## config.mk

```make
export PLATFORM = sky130hd
export DESIGN_NAME = pcount_boot
export DESIGN_NICKNAME = d
export VERILOG_FILES = /design/src/rtl/pcv_pkg.sv /design/src/rtl/pcv_boot_seq.sv /design/src/rtl/pcv_pc_reg.sv /design/src/rtl/pcv_addr_sel.sv /design/src/rtl/pcount_boot.sv
export SDC_FILE = /design/constraint.sdc
export NUM_CORES = 1
export LEC_CHECK = 0
export BUFFER_PORTS_ARGS = -buffer_cell sky130_fd_sc_hd__buf_4
export CELL_PAD_IN_SITES_DETAIL_PLACEMENT = 0
export CELL_PAD_IN_SITES_GLOBAL_PLACEMENT = 1
export CORE_MARGIN = 1
export CORE_UTILIZATION = 40
export CTS_BUF_LIST = sky130_fd_sc_hd__clkbuf_4
export CTS_CLUSTER_DIAMETER = 120
export CTS_CLUSTER_SIZE = 12
export DETAILED_ROUTE_END_ITERATION = 8
export GPL_TIMING_DRIVEN = 1
export PLACE_DENSITY = 0.83
export RECOVER_POWER = 100
export SYNTH_ARGS = -nofsm -noshare
export SYNTH_HDL_FRONTEND = slang
export SYNTH_HIERARCHICAL = 1
export SYNTH_SLANG_ARGS = --single-unit
```

## constraint.sdc

```tcl
create_clock -name clk -period 3.2 [get_ports clk]
set_clock_uncertainty 0.2 [all_clocks]
set_input_delay 0.48 -clock clk [delete_from_list [all_inputs] [get_ports clk]]
set_output_delay 0.48 -clock clk [all_outputs]
set_load 0.02 [all_outputs]
```

## src/rtl/pcv_pkg.sv

```systemverilog
// Package: shared types for the boot-vector program counter.
// Assumes: nothing beyond IEEE 1800-2017.
package pcv_pkg;

    // Start-up phase: read vector high byte, read low byte, then run.
    typedef enum logic [1:0] {
        PH_VHI = 2'd0,
        PH_VLO = 2'd1,
        PH_RUN = 2'd2
    } boot_ph_t;

endpackage

```

## src/rtl/pcv_boot_seq.sv

```systemverilog
// Module: pcv_boot_seq
// Walks the two-cycle vector read after reset and raises ready afterwards.
// Assumes: memory returns the addressed byte in the same cycle, and
// ADDR_W exceeds DATA_W by at most DATA_W bits.
module pcv_boot_seq
    import pcv_pkg::*;
#(
    parameter int ADDR_W = 13,
    parameter int DATA_W = 8
) (
    input  logic              clk,
    input  logic              rst_n,
    input  logic [DATA_W-1:0] mem_rdata,
    output boot_ph_t          phase,
    output logic              vec_load,
    output logic [ADDR_W-1:0] vec_value,
    output logic              ready
);

    localparam int HI_USE = ADDR_W - DATA_W;

    boot_ph_t          phase_q;
    logic [HI_USE-1:0] hi_q;
    logic              ready_q;

    // Phase register: VHI -> VLO -> RUN, and stays in RUN.
    always_ff @(posedge clk) begin
        if (!rst_n) begin
            phase_q <= PH_VHI;
        end else begin
            case (phase_q)
                PH_VHI:  phase_q <= PH_VLO;
                PH_VLO:  phase_q <= PH_RUN;
                default: phase_q <= PH_RUN;
            endcase
        end
    end

    // Capture the used bits of the high vector byte.
    always_ff @(posedge clk) begin
        if (!rst_n) begin
            hi_q <= '0;
        end else if (phase_q == PH_VHI) begin
            hi_q <= mem_rdata[HI_USE-1:0];
        end
    end

    // Ready flag: set as the low byte is consumed, held until reset.
    always_ff @(posedge clk) begin
        if (!rst_n) begin
            ready_q <= 1'b0;
        end else if (phase_q == PH_VLO) begin
            ready_q <= 1'b1;
        end
    end

    // Discard the unused high bits of the vector byte.
    generate
        if (HI_USE < DATA_W) begin : g_drop_hi
            logic unused_hi_bits;
            assign unused_hi_bits = ^mem_rdata[DATA_W-1:HI_USE];
        end
    endgenerate

    assign phase     = phase_q;
    assign vec_load  = (phase_q == PH_VLO);
    assign vec_value = {hi_q, mem_rdata};
    assign ready     = ready_q;

    AST_READY_STICKY: assert property (@(posedge clk) disable iff (!rst_n)
        ready_q |=> ready_q) else $error("ready dropped");

    AST_READY_AFTER_VLO: assert property (@(posedge clk) disable iff (!rst_n)
        (phase_q == PH_VLO) |=> ready_q) else $error("ready late");

endmodule

```

## src/rtl/pcv_pc_reg.sv

```systemverilog
// Module: pcv_pc_reg
// Holds the count: vector load at start-up, then load/increment/hold.
// Assumes: vec_load is high for exactly one cycle, before ready rises.
module pcv_pc_reg #(
    parameter int ADDR_W = 13
) (
    input  logic              clk,
    input  logic              rst_n,
    input  logic              ready,
    input  logic              vec_load,
    input  logic [ADDR_W-1:0] vec_value,
    input  logic              fetch,
    input  logic              load,
    input  logic [ADDR_W-1:0] target,
    output logic [ADDR_W-1:0] pc
);

    localparam logic [ADDR_W-1:0] PC_ONE  = ADDR_W'(1);
    localparam logic [ADDR_W-1:0] PC_LAST = {ADDR_W{1'b1}};

    logic [ADDR_W-1:0] pc_q;
    logic [ADDR_W-1:0] pc_d;

    // Next count: vector, then load over fetch, else hold.
    always_comb begin
        pc_d = pc_q;
        if (vec_load) begin
            pc_d = vec_value;
        end else if (ready) begin
            if (load) begin
                pc_d = target;
            end else if (fetch) begin
                pc_d = pc_q + PC_ONE;
            end
        end
    end

    // Count register.
    always_ff @(posedge clk) begin
        if (!rst_n) begin
            pc_q <= '0;
        end else begin
            pc_q <= pc_d;
        end
    end

    assign pc = pc_q;

    AST_LOAD_WINS: assert property (@(posedge clk) disable iff (!rst_n)
        (ready && load) |=> (pc_q == $past(target))) else $error("load lost");

    AST_STEP_ONE: assert property (@(posedge clk) disable iff (!rst_n)
        (ready && fetch && !load && pc_q != PC_LAST) |=> (pc_q == $past(pc_q) + PC_ONE))
        else $error("bad step");

    AST_WRAP_ZERO: assert property (@(posedge clk) disable iff (!rst_n)
        (ready && fetch && !load && pc_q == PC_LAST) |=> (pc_q == '0))
        else $error("no wrap");

    AST_IDLE_HOLD: assert property (@(posedge clk) disable iff (!rst_n)
        (ready && !fetch && !load) |=> $stable(pc_q)) else $error("drift");

    AST_EARLY_IGNORED: assert property (@(posedge clk) disable iff (!rst_n)
        (!ready && !vec_load) |=> $stable(pc_q)) else $error("early strobe");

endmodule

```

## src/rtl/pcv_addr_sel.sv

```systemverilog
// Module: pcv_addr_sel
// Chooses the memory address: vector bytes during start-up, else the count.
// Assumes: the vector occupies the two highest addresses.
module pcv_addr_sel
    import pcv_pkg::*;
#(
    parameter int ADDR_W = 13
) (
    input  boot_ph_t          phase,
    input  logic [ADDR_W-1:0] pc,
    output logic [ADDR_W-1:0] addr
);

    localparam logic [ADDR_W-1:0] VEC_LO_ADDR = {ADDR_W{1'b1}};
    localparam logic [ADDR_W-1:0] VEC_HI_ADDR = VEC_LO_ADDR - ADDR_W'(1);

    // Address select by phase.
    always_comb begin
        case (phase)
            PH_VHI:  addr = VEC_HI_ADDR;
            PH_VLO:  addr = VEC_LO_ADDR;
            default: addr = pc;
        endcase
    end

endmodule

```

## src/rtl/pcount_boot.sv

```systemverilog
// Module: pcount_boot (top)
// Program counter that loads a start address from the top of memory
// after reset, then follows fetch and load strobes.
// Assumes: synchronous memory read path returns data in the same cycle.
module pcount_boot
    import pcv_pkg::*;
#(
    parameter int ADDR_W = 13,
    parameter int DATA_W = 8
) (
    input  logic              clk,
    input  logic              rst_n,
    input  logic              fetch_i,
    input  logic              load_i,
    input  logic [ADDR_W-1:0] target_i,
    output logic [ADDR_W-1:0] mem_addr_o,
    input  logic [DATA_W-1:0] mem_rdata_i,
    output logic              ready_o
);

    boot_ph_t          phase;
    logic              vec_load;
    logic [ADDR_W-1:0] vec_value;
    logic              ready;
    logic [ADDR_W-1:0] pc;

    pcv_boot_seq #(.ADDR_W(ADDR_W), .DATA_W(DATA_W)) u_seq (
        .clk       (clk),
        .rst_n     (rst_n),
        .mem_rdata (mem_rdata_i),
        .phase     (phase),
        .vec_load  (vec_load),
        .vec_value (vec_value),
        .ready     (ready)
    );

    pcv_pc_reg #(.ADDR_W(ADDR_W)) u_pc (
        .clk       (clk),
        .rst_n     (rst_n),
        .ready     (ready),
        .vec_load  (vec_load),
        .vec_value (vec_value),
        .fetch     (fetch_i),
        .load      (load_i),
        .target    (target_i),
        .pc        (pc)
    );

    pcv_addr_sel #(.ADDR_W(ADDR_W)) u_sel (
        .phase (phase),
        .pc    (pc),
        .addr  (mem_addr_o)
    );

    assign ready_o = ready;

    AST_VECTOR_WINDOW: assert property (@(posedge clk) disable iff (!rst_n)
        !ready_o |-> (mem_addr_o[ADDR_W-1:1] == {(ADDR_W-1){1'b1}}))
        else $error("outside vector window");

    AST_LOAD_TO_ADDR: assert property (@(posedge clk) disable iff (!rst_n)
        (ready_o && load_i) |=> (mem_addr_o == $past(target_i)))
        else $error("target not on bus");

endmodule

```

### Word level (Yosys, flattened, before mapping)

Cells that the tools add are included.

* register bits: 21
* bits in latches: 0
* memory bits (writable): 0
* bits in read-only memories: 0
* input bits: 25
* word-level logic and storage cells: 16
* memories: 0

* $add $sub $neg: 1
* multiply operators: 0
* divide/modulo/power cells: 0
* $lt $le $gt $ge: 0
* eq/ne operators: 1
* shift-type cells: 0
* mux-type cells: 6
* bitwise gates (word level): 0
* reductions and logical operators: 4

Operators by type and width (count)
* $mux W13: 4
* $pmux W13 S2: 1
* $add A13 B1 Y13 const B: 1
* $reduce_bool A3 Y1: 1
* $eq A2 B1 Y1 const B: 1
* $logic_not A2 Y1: 1
* $mux W2: 1
* $reduce_and A2 Y1: 1
* $reduce_bool A2 Y1: 1

### Logic depth before layout (Yosys ltp)

* depth in word-level cells: 5
* gate-level depth with buffers: 7

### By module

Netlist, hierarchy kept.

Modules (own cells, without submodules)
* pcv_pc_reg: instances 1, cells each 131, area each 997.2 µm², sequential area each 260.2 µm²
* pcv_boot_seq: instances 1, cells each 39, area each 372.9 µm², sequential area each 160.2 µm²
* pcv_addr_sel: instances 1, cells each 14, area each 97.6 µm², sequential area each 0.0 µm²

### Least setup slack after synthesis

No wires, ideal clock.

* path kind: reg2reg
* start: register u_seq.phase_q[0] (netlist: u_seq/phase[0])
* end: register u_pc.pc_q[11] (netlist: u_pc/pc[11])
* library setup time: 0.115 ns
* arrival: 1.422 ns
* data required time: 2.885 ns
* setup slack: 1.464 ns
* stages on the path, launching flop included: 6
* path buffers: 2
* clock period less this slack: 1.736 ns
* path through: dfxtp_1 -> nor2b_1 -> clkbuf_1 -> clkbuf_1 -> o21ai_0 -> o21a_1

* word-level cells in the longest chain between the ends: 3
* elaborated cells between the ends (all ways): 5
* those cells by class: 1 x eq/ne; 1 x mux; 3 x reduce/logical

RTL lines
* from (decl): line pcv_boot_seq.sv:22 `boot_ph_t phase_q;`
* from (signal assigned): line pcv_boot_seq.sv:29 `phase_q <= PH_VHI;`
* from (signal assigned): line pcv_boot_seq.sv:32 `PH_VHI: phase_q <= PH_VLO;`
* from (signal assigned): line pcv_boot_seq.sv:33 `PH_VLO: phase_q <= PH_RUN;`
* $eq A2 B1 Y1 *: line pcv_boot_seq.sv:66 `assign vec_load = (phase_q == PH_VLO);`
* named net vec_load: line pcount_boot.sv:22 `logic vec_load;`
* $reduce_bool A3 Y1 (no source line) / $reduce_bool A2 Y1 (equally long branches)
* $reduce_and A2 Y1 (no source line)
* to (signal assigned): line pcv_pc_reg.sv:43 `pc_q <= pc_d;`
* to (decl): line pcv_pc_reg.sv:21 `logic [ADDR_W-1:0] pc_q;`

Mark *: on every way through the listed nets, which the timed path passes. The rest lies on a longest branch.
A chain may end at the register's enable or synchronous reset.

### Worst setup path after layout

* start: register u_seq.phase_q[1] (netlist: u_seq/phase[1])
* end: output port mem_addr_o[0]

* word-level cells in the longest chain between the ends: 2
* elaborated cells between the ends (all ways): 3
* those cells by class: 1 x eq/ne; 1 x mux; 1 x reduce/logical

RTL lines
* $eq A2 B1 Y1 / $logic_not A2 Y1 (equally long branches): line pcv_addr_sel.sv:19 `case (phase)`
* $pmux W13 S2 *: line pcv_addr_sel.sv:19
* to (decl): line pcount_boot.sv:16 `output logic [ADDR_W-1:0] mem_addr_o,`

Every way passes the cells marked *; elsewhere a longest branch is shown, timed or not.

==> run_results.csv <==
group,metric,value,unit
outcome,status,"finished clean",
cts,ctsHtreeMaxLevel,1,
global_routing,grt_usage,0.2148,
power_and_ir_drop,vdd_drop_max,310.8,µV
cts,clockBufferDepth,2,
yosys,synthCells,184,
place,pre_cts_ws,1.068,ns
hold_path,hold_class,"input pin to flip-flop",
worst_setup_path,cp-start-kind,"flip-flop",
cts,clk_latency,0.32,ns
sta,period_share,0.8037,
sta,setup_viol,0,
route,dr_total_vias,1447,
sta,hold_violations,0,
global_routing,grt-ovfl-total,0,
worst_setup_path,critPathRequiredTime,2.52,ns
cts,cts_tree,"built",
cts,cts.sinks,21,
route,viasPerCell,5.652,
place,dp_cells,252,
global_routing,grt_max_degree,29,
finish,area_growth,13.98,%
die,rows,21,
die,ioPinCount,39,
worst_setup_path,crit_type,"flip-flop to primary output",
yosys,ys_ff_latch,21,
yosys,synthTopCellsByArea,"dfxtp_1, nand2b_1, o21ai_0",
sta,rsz0062_at_grt,"false",
yosys,synth_top_cell_by_area,"dfxtp_1",
global_routing,use_met2,0.3845,
global_routing,grt_pass1_wl,6810,µm
global_routing,grt-busiest-layer,"met2",
cts,clockRootBuffer,"clkbuf_4",
finish,layout-drive-gt1-share,0.2048,
global_routing,grt_util_met1,0.2684,
sta,tns,0,ns
finish,diodes,0,
power_and_ir_drop,p_per_area,405.1,nW/µm²
die,core-area,3416,µm²
die,die-area,3916,µm²
route,postRouteAntennaNets,0,
sta,relSlewSlack,0.4071,
yosys,synthFlopType,"dfxtp_1",
cts,ctsHoldBuffers,0,
run,drv_cap,0,
finish,final_cell_mix,"buf_4, dfxtp_1, nand2_1, o21ai_0, clkbuf_1",
yosys,yosysUniqueCellTypes,52,
place,gp_congestion,0.9008,
die,die_h,62.58,µm
route,drtIter0Drc,77,
yosys,synth.cell_area,1468,µm²
place,dp_hpwl,2906,µm
cts,cts_resized,0,
route,wire_per_inst,15.65,µm
yosys,seq_area_frac_synth,0.2864,
sta,layout_setup_ws,0.6283,ns
die,die_w,62.58,µm
finish,fin_nets,237,
worst_setup_path,arrival,1.89,ns
power_and_ir_drop,leakage,0.6518,nW
yosys,async_flop_share,0,
worst_setup_path,cp_max_fo,19,
sta,fmax,388.8,MHz
worst_setup_path,reg2regPathDepth,6,
yosys,synth_nets,210,
route,finalWirelength,4006,µm
worst_setup_path,critPathLaunch,"u_seq/phase[1]",
cts,cts_setup_buffers,0,
sta,period_needed,2.572,ns
yosys,synth_top_area_frac,0.2864,
yosys,syn_area_per_cell,7.976,µm²
place,portBuffers,38,
global_routing,first_global_vias,1453,
global_routing,antenna_found_initial,0,
die,start_util,0.4297,
cts,clkTransAtPathRegs,0.13,ns
worst_setup_path,regToRegStartpoint,"u_seq/phase[0]",
worst_setup_path,rrSetupSlack,1.20,ns
route,firstDrtPassIters,4,
worst_setup_path,crit_path_end,"mem_addr_o[0]",
sta,tightest_slew,0.8893,ns
global_routing,met3_usage,0.03832,
worst_setup_path,cp-end-kind,"primary output",
route,drc,0,
finish,final_common_cell,"buf_4",
worst_setup_path,r2r-end,"u_pc/pc[9]",
finish,layoutNonFillerInstCount,256,
cts,numCtsBuffers,3,
yosys,synth-edff-count,0,
yosys,synth_warnings,6,
sta,maxSlewViolCount,0,
[synthesized netlist by cell type (all sizes together) (4+ instances only)]
| master | number |
|---|---|
| clkbuf | 5 |
| mux2 | 4 |
| a21oi | 9 |
| nor2 | 7 |
| o21ai | 20 |
| inv | 5 |
| nand2b | 12 |
| buf | 13 |
| o211ai | 7 |
| nand4 | 5 |
| nand3 | 10 |
| dfxtp | 21 |
| nand2 | 17 |
[power by group]
part	internal [W]	switching (W)
Clock	0.0000478	0.0000930
Combinational	0.0000879	0.000122
Sequential	0.000288	0.0000380
[worst min path at each step]
stage | startpoint | end | slack, ns | cells after the start
after floorplan | u_pc/pc[12] | u_pc/pc[12] | 0.26 | 2
after global placement | u_pc/pc[12] | u_pc/pc[12] | 0.28 | 2
after detailed placement | u_pc/pc[12] | u_pc/pc[12] | 0.27 | 2
after CTS | mem_rdata_i[2] | u_pc/pc[2] | 0.20 | 2
after global routing | mem_rdata_i[0] | u_pc/pc[0] | 0.18 | 2
final | mem_rdata_i[0] | u_pc/pc[0] | 0.20 | 2
[cells by family (layout without fill, tap and decap cells)]
family	after synthesis	count (layout)	share of synthesized area
compound gates	65	65	0.3095
xor+xnor	1	1	0.005969
fa+ha+maj	1	1	0.008524
buf+inv	23	49	0.09035
flops	21	21	0.2864
mux	5	5	0.04006
simple gates	68	68	0.2592
[layer usage]
| metal | part of all wire | vias up |
|---|---|---|
| met2 | 0.49 | 46 |
| met3 | 0.056 | 2 |
| li1 | - | 729 |
| met5 | 0 | - |
| met1 | 0.45 | 670 |
| met4 | 0.0032 | 0 |
[critical path, cell delays in order (launching register included)]
cell and delay, ns:
dfxtp_1 0.35, clkbuf_1 0.67, mux2_1 0.39, buf_4 0.16
[per-stage QoR]
stage / instance area [µm²] / hold WS (ns) / utilization / total power [W]
global route: 1673 / 0.1791 / 0.4897 / 0.0007212
floorplan: 1468 / 0.2553 / - / 0.0004831
detailed placement: 1712 / 0.2734 / 0.5011 / 0.0005636
CTS: 1742 / 0.1957 / 0.5099 / 0.0007019
finish: 1673 / 0.2015 / 0.4897 / 0.0006776
global placement: 1712 / 0.2784 / 0.5011 / 0.0005597
[sequential cells by signal, indices dropped and copies added (netlist names)]
register and count:
u_seq/phase 2, u_pc/pc 13, u_seq/ready 1, u_seq/hi_q 5
[layout make-up]
type	count	area (µm²)
flip-flops and latches	21	420.4
inverters	5	18.77
well taps	46	57.56
clock inverters	1	7.507
clock buffers	3	22.52
repair buffers	40	247.7
fillers	387	1743
multi-input cells	140	898.4
(Power assumes the default switching activity.)
